$ cat config.mk
export PLATFORM = sky130hd
export DESIGN_NAME = card_slot_regs
export DESIGN_NICKNAME = d
export VERILOG_FILES = /design/src/rtl/csr_pkg.sv /design/src/rtl/csr_sync.sv /design/src/rtl/csr_insert_latch.sv /design/src/rtl/csr_readmux.sv /design/src/rtl/card_slot_regs.sv
export SDC_FILE = /design/constraint.sdc
export NUM_CORES = 1
export LEC_CHECK = 0
export ABC_AREA = 1
export BUFFER_PORTS_ARGS = -buffer_cell sky130_fd_sc_hd__buf_2
export CORE_MARGIN = 2
export CORE_UTILIZATION = 31
export CTS_CLUSTER_DIAMETER = 60
export DETAILED_ROUTE_END_ITERATION = 7
export PLACE_DENSITY = 0.86
export SLEW_MARGIN = 20
export SYNTH_ARGS = -nofsm -noshare
export SYNTH_HDL_FRONTEND = slang
export SYNTH_HIERARCHICAL = 1
export SYNTH_SLANG_ARGS = --single-unit
$ cat constraint.sdc
create_clock -name clk -period 1.55 [get_ports clk]
set_clock_uncertainty 0.05 [all_clocks]
set_input_delay 0.155 -clock clk [delete_from_list [all_inputs] [get_ports clk]]
set_output_delay 0.155 -clock clk [all_outputs]
set_load 0.01 [all_outputs]
$ cat src/rtl/csr_pkg.sv
package csr_pkg;
  localparam int WORD_W = 32;
  typedef logic [WORD_W-1:0] word_t;

  localparam word_t ID_WORD     = 32'h4103_4003;
  localparam word_t DECODE_WORD = 32'h0000_0011;

  localparam int IDX_ID     = 0;
  localparam int IDX_FLASH  = 1;
  localparam int IDX_STATUS = 2;
  localparam int IDX_DECODE = 3;

  localparam int WP_BIT  = 0;
  localparam int INS_BIT = 3;

  function automatic word_t status_word(input logic wp, input logic ins);
    word_t w;
    w = '0;
    w[WP_BIT]  = wp;
    w[INS_BIT] = ins;
    return w;
  endfunction

  function automatic word_t read_word(input int unsigned idx, input word_t status);
    case (idx)
      IDX_ID:     return ID_WORD;
      IDX_STATUS: return status;
      IDX_DECODE: return DECODE_WORD;
      default:    return '0;
    endcase
  endfunction
endpackage

$ cat src/rtl/csr_sync.sv
module csr_sync #(
  parameter int WIDTH  = 2,
  parameter int STAGES = 2
) (
  input  logic             clk,
  input  logic             rst_n,
  input  logic [WIDTH-1:0] async_in,
  output logic [WIDTH-1:0] sync_out
);
  logic [WIDTH-1:0] stage_q [STAGES];

  always_ff @(posedge clk or negedge rst_n) begin
    if (!rst_n) stage_q[0] <= '0;
    else        stage_q[0] <= async_in;
  end

  for (genvar s = 1; s < STAGES; s++) begin : g_stage
    always_ff @(posedge clk or negedge rst_n) begin
      if (!rst_n) stage_q[s] <= '0;
      else        stage_q[s] <= stage_q[s-1];
    end
  end

  assign sync_out = stage_q[STAGES-1];
endmodule

$ cat src/rtl/csr_insert_latch.sv
module csr_insert_latch (
  input  logic clk,
  input  logic rst_n,
  input  logic set_lvl,
  input  logic clr_hit,
  output logic flag_q
);
  always_ff @(posedge clk or negedge rst_n) begin
    if (!rst_n)       flag_q <= 1'b0;
    else if (set_lvl) flag_q <= 1'b1;
    else if (clr_hit) flag_q <= 1'b0;
  end
endmodule

$ cat src/rtl/csr_readmux.sv
module csr_readmux
  import csr_pkg::*;
#(
  parameter int ADDR_W = 6
) (
  input  logic [ADDR_W-1:0] addr,
  input  logic              wp_lvl,
  input  logic              ins_flag,
  output word_t             rdata
);
  always_comb begin
    rdata = read_word(int'(addr), status_word(wp_lvl, ins_flag));
  end
endmodule

$ cat src/rtl/card_slot_regs.sv
module card_slot_regs
  import csr_pkg::*;
#(
  parameter int ADDR_W      = 6,
  parameter int SYNC_STAGES = 2
) (
  input  logic              clk,
  input  logic              rst_n,
  input  logic [ADDR_W-1:0] bus_addr,
  input  logic              bus_we,
  input  logic [31:0]       bus_wdata,
  output logic [31:0]       bus_rdata,
  input  logic              wp_in,
  input  logic              card_in,
  output logic              card_irq
);
  localparam int SYNC_W = 2;

  logic [SYNC_W-1:0] sync_lvl;
  logic              wp_sync;
  logic              ins_sync;
  logic              status_wr;
  logic              clr_hit;
  logic              ins_q;
  logic              unused_wdata;

  csr_sync #(.WIDTH(SYNC_W), .STAGES(SYNC_STAGES)) u_sync (
    .clk      (clk),
    .rst_n    (rst_n),
    .async_in ({card_in, wp_in}),
    .sync_out (sync_lvl)
  );

  assign wp_sync  = sync_lvl[0];
  assign ins_sync = sync_lvl[1];

  assign status_wr    = bus_we && (int'(bus_addr) == IDX_STATUS);
  assign clr_hit      = status_wr && bus_wdata[INS_BIT];
  assign unused_wdata = ^{bus_wdata[31:INS_BIT+1], bus_wdata[INS_BIT-1:0]};

  csr_insert_latch u_latch (
    .clk     (clk),
    .rst_n   (rst_n),
    .set_lvl (ins_sync),
    .clr_hit (clr_hit),
    .flag_q  (ins_q)
  );

  csr_readmux #(.ADDR_W(ADDR_W)) u_rd (
    .addr     (bus_addr),
    .wp_lvl   (wp_sync),
    .ins_flag (ins_q),
    .rdata    (bus_rdata)
  );

  assign card_irq = ins_q;
endmodule

==> impl_metrics.ini <==
[status]
outcome = finished, final reports clean

[clock_tree]
cts_setup_buffers = 0
cts-root-buf = clkbuf_4
cts_hold_buf = 3
path_clk_slew_ps = 40
h-tree-depth = 1
cts_buffers = 3
cts_resized = 0
clockBufferDepth = 2
tritoncts = yes
clock_latency_ps = 240
clock_sinks = 5

[sta]
rsz0062_at_grt = false
timing.final.crit_share_pct = 78.7
max_freq_ghz = 0.820
tns_ps = 0
holdWs_ps = 214
setup_viol = 0
hold_violations = 0
slew_violations = 0
period_needed_ps = 1220

[global_route]
antenna_found_initial = 0
grt_pass1_wl_um = 1150
grt_max_degree = 7
grt_pass1_vias = 339
grt_overflow = 0
grt_use_total_pct = 8.06

[synthesis]
yosysTopAreaCellShare_pct = 43.6
ys_warn_count = 6
yosysUniqueCellTypes = 14
synth.avg_cell_area_sq_um = 7.18
synth_area_leader_cell = buf_4
syn_inst = 72
ys_seq_area_share_pct = 24.2
ys_ff_latch = 5
synth_area_sq_um = 517
synth_area_leaders = buf_4, dfrtp_1, nand2_1

[critical_path]
worstPathArrival_ps = 1010
reg2reg_from = u_latch/flag_q
crit_type = input port to primary output
path_max_fanout = 6
crit_path_start = bus_addr[5]
end_kind = primary output
ff2ff_setup_slack_ps = 880
start_kind = input port
cp.required_ps = 1340

[final_layout]
layout_common_cells = conb_1, buf_2, nand2_1
fin_nets = 136
drive_gt1_share_pct = 34.8
diodes = 0
final_common_cell = conb_1
syn2layout_area_growth_pct = 7.51

[die]
pin_count = 76
dieArea_sq_um = 2010
die_w_um = 44.8
start_util_pct = 33.5
coreArea_sq_um = 1540
fp-row-count = 14
die_h_um = 44.8

[routing]
viasPerCell = 3.57
ant_nets = 0
finalWirelength_um = 726
post_drt_wl_per_cell_um = 6.72
first_iter_violations = 0
first_pass_iters = 1
drc = 0
vias = 386

[place]
dp_hpwl_um = 624
numPortBuffers = 21
place_congestion = 0.726

[job]
drv_cap = 0

[power]
leakage_nw = 0.359
peakVddDrop_uv = 345
powerDensity_nw_per_um2 = 651

[min_path]
hold_class = input port to async pin
-- per-layer routing --
layer  vias up  wire [um]  track usage, %
li1        196          -               -
met1       161        232            5.96
met2        29        383            16.2
met3         0        110            3.20
met4         0          0            5.29
met5         -          0               0
-- cell families (layout without fill, tap and decap cells) --
family | after synthesis | after routing | synth area share, %
AOI/OAI and AO/OA | 1 | 1 | 0.968
buffers and inverters | 41 | 39 | 51.6
DFF | 5 | 5 | 24.2
other | 1 | 23 | 0.726
and+or+nand+nor | 24 | 24 | 22.5
-- cells in the mapped netlist --
cell	instances
nand2_2	1
o21ai_1	1
clkinv_1	1
nand2_1	10
conb_1	1
dfrtp_1	5
nor3_1	1
nor2_4	1
nor2_2	5
buf_4	30
inv_1	9
nor2_1	5
nand4_1	1
inv_2	1
-- critical path, cell delays in order --
cell and delay (ps):
buf_2 120, nor2_2 120, nand2_1 80, nor3_1 330, buf_2 210
-- sequential cells by signal, indices dropped and copies added, names as in the netlist --
| name | flops |
|---|---|
| u_latch/flag_q | 1 |
| u_sync/sync_out | 2 |
| u_sync/stage_q | 2 |
-- stage by stage --
| stage | power [mW] | worst slack, ps | util, % | instance area [sq um] | std cells |
|---|---|---|---|---|---|
| floorplan | 0.232 | 278 | - | 599 | 94 |
| global placement | 0.208 | 315 | 32.4 | 499 | 101 |
| detailed placement | 0.210 | 288 | 32.4 | 499 | 101 |
| CTS | 0.371 | 288 | 36.0 | 556 | 108 |
| global route | 0.396 | 206 | 36.0 | 556 | 108 |
| finish | 0.362 | 330 | 36.0 | 556 | 108 |
-- worst paths after layout --
kind / cells after the start / end
worst max-delay path: 5 / bus_rdata[14]
worst min-delay path: 2 / u_latch/flag_q
worst max register to register: 2 / u_latch/flag_q
worst min register to register: 0 / u_sync/sync_out[0]
max in group asynchronous: 2 / u_sync/sync_out[0]
min in group clk: 7 / u_latch/flag_q
-- final cells by class --
| type | instances | area, sq um |
|---|---|---|
| clock buffer | 4 | 26.3 |
| tap | 16 | 20.0 |
| sequential | 5 | 125 |
| timing repair buffer | 24 | 135 |
| inverter | 11 | 41.3 |
| multi-input combinational | 48 | 208 |
| fill | 163 | 986 |
-- power by group --
| part | leakage, nW | total (mW) | switching [mW] | internal [mW] |
|---|---|---|---|---|
| combinational | 0.288 | 0.0770 | 0.0526 | 0.0244 |
| sequential | 0.0554 | 0.138 | 0.00139 | 0.136 |
| clock | 0.0150 | 0.147 | 0.0500 | 0.0971 |
| total | 0.359 | 0.362 | 0.104 | 0.258 |
Note: power is estimated with default switching activity, not from simulation.
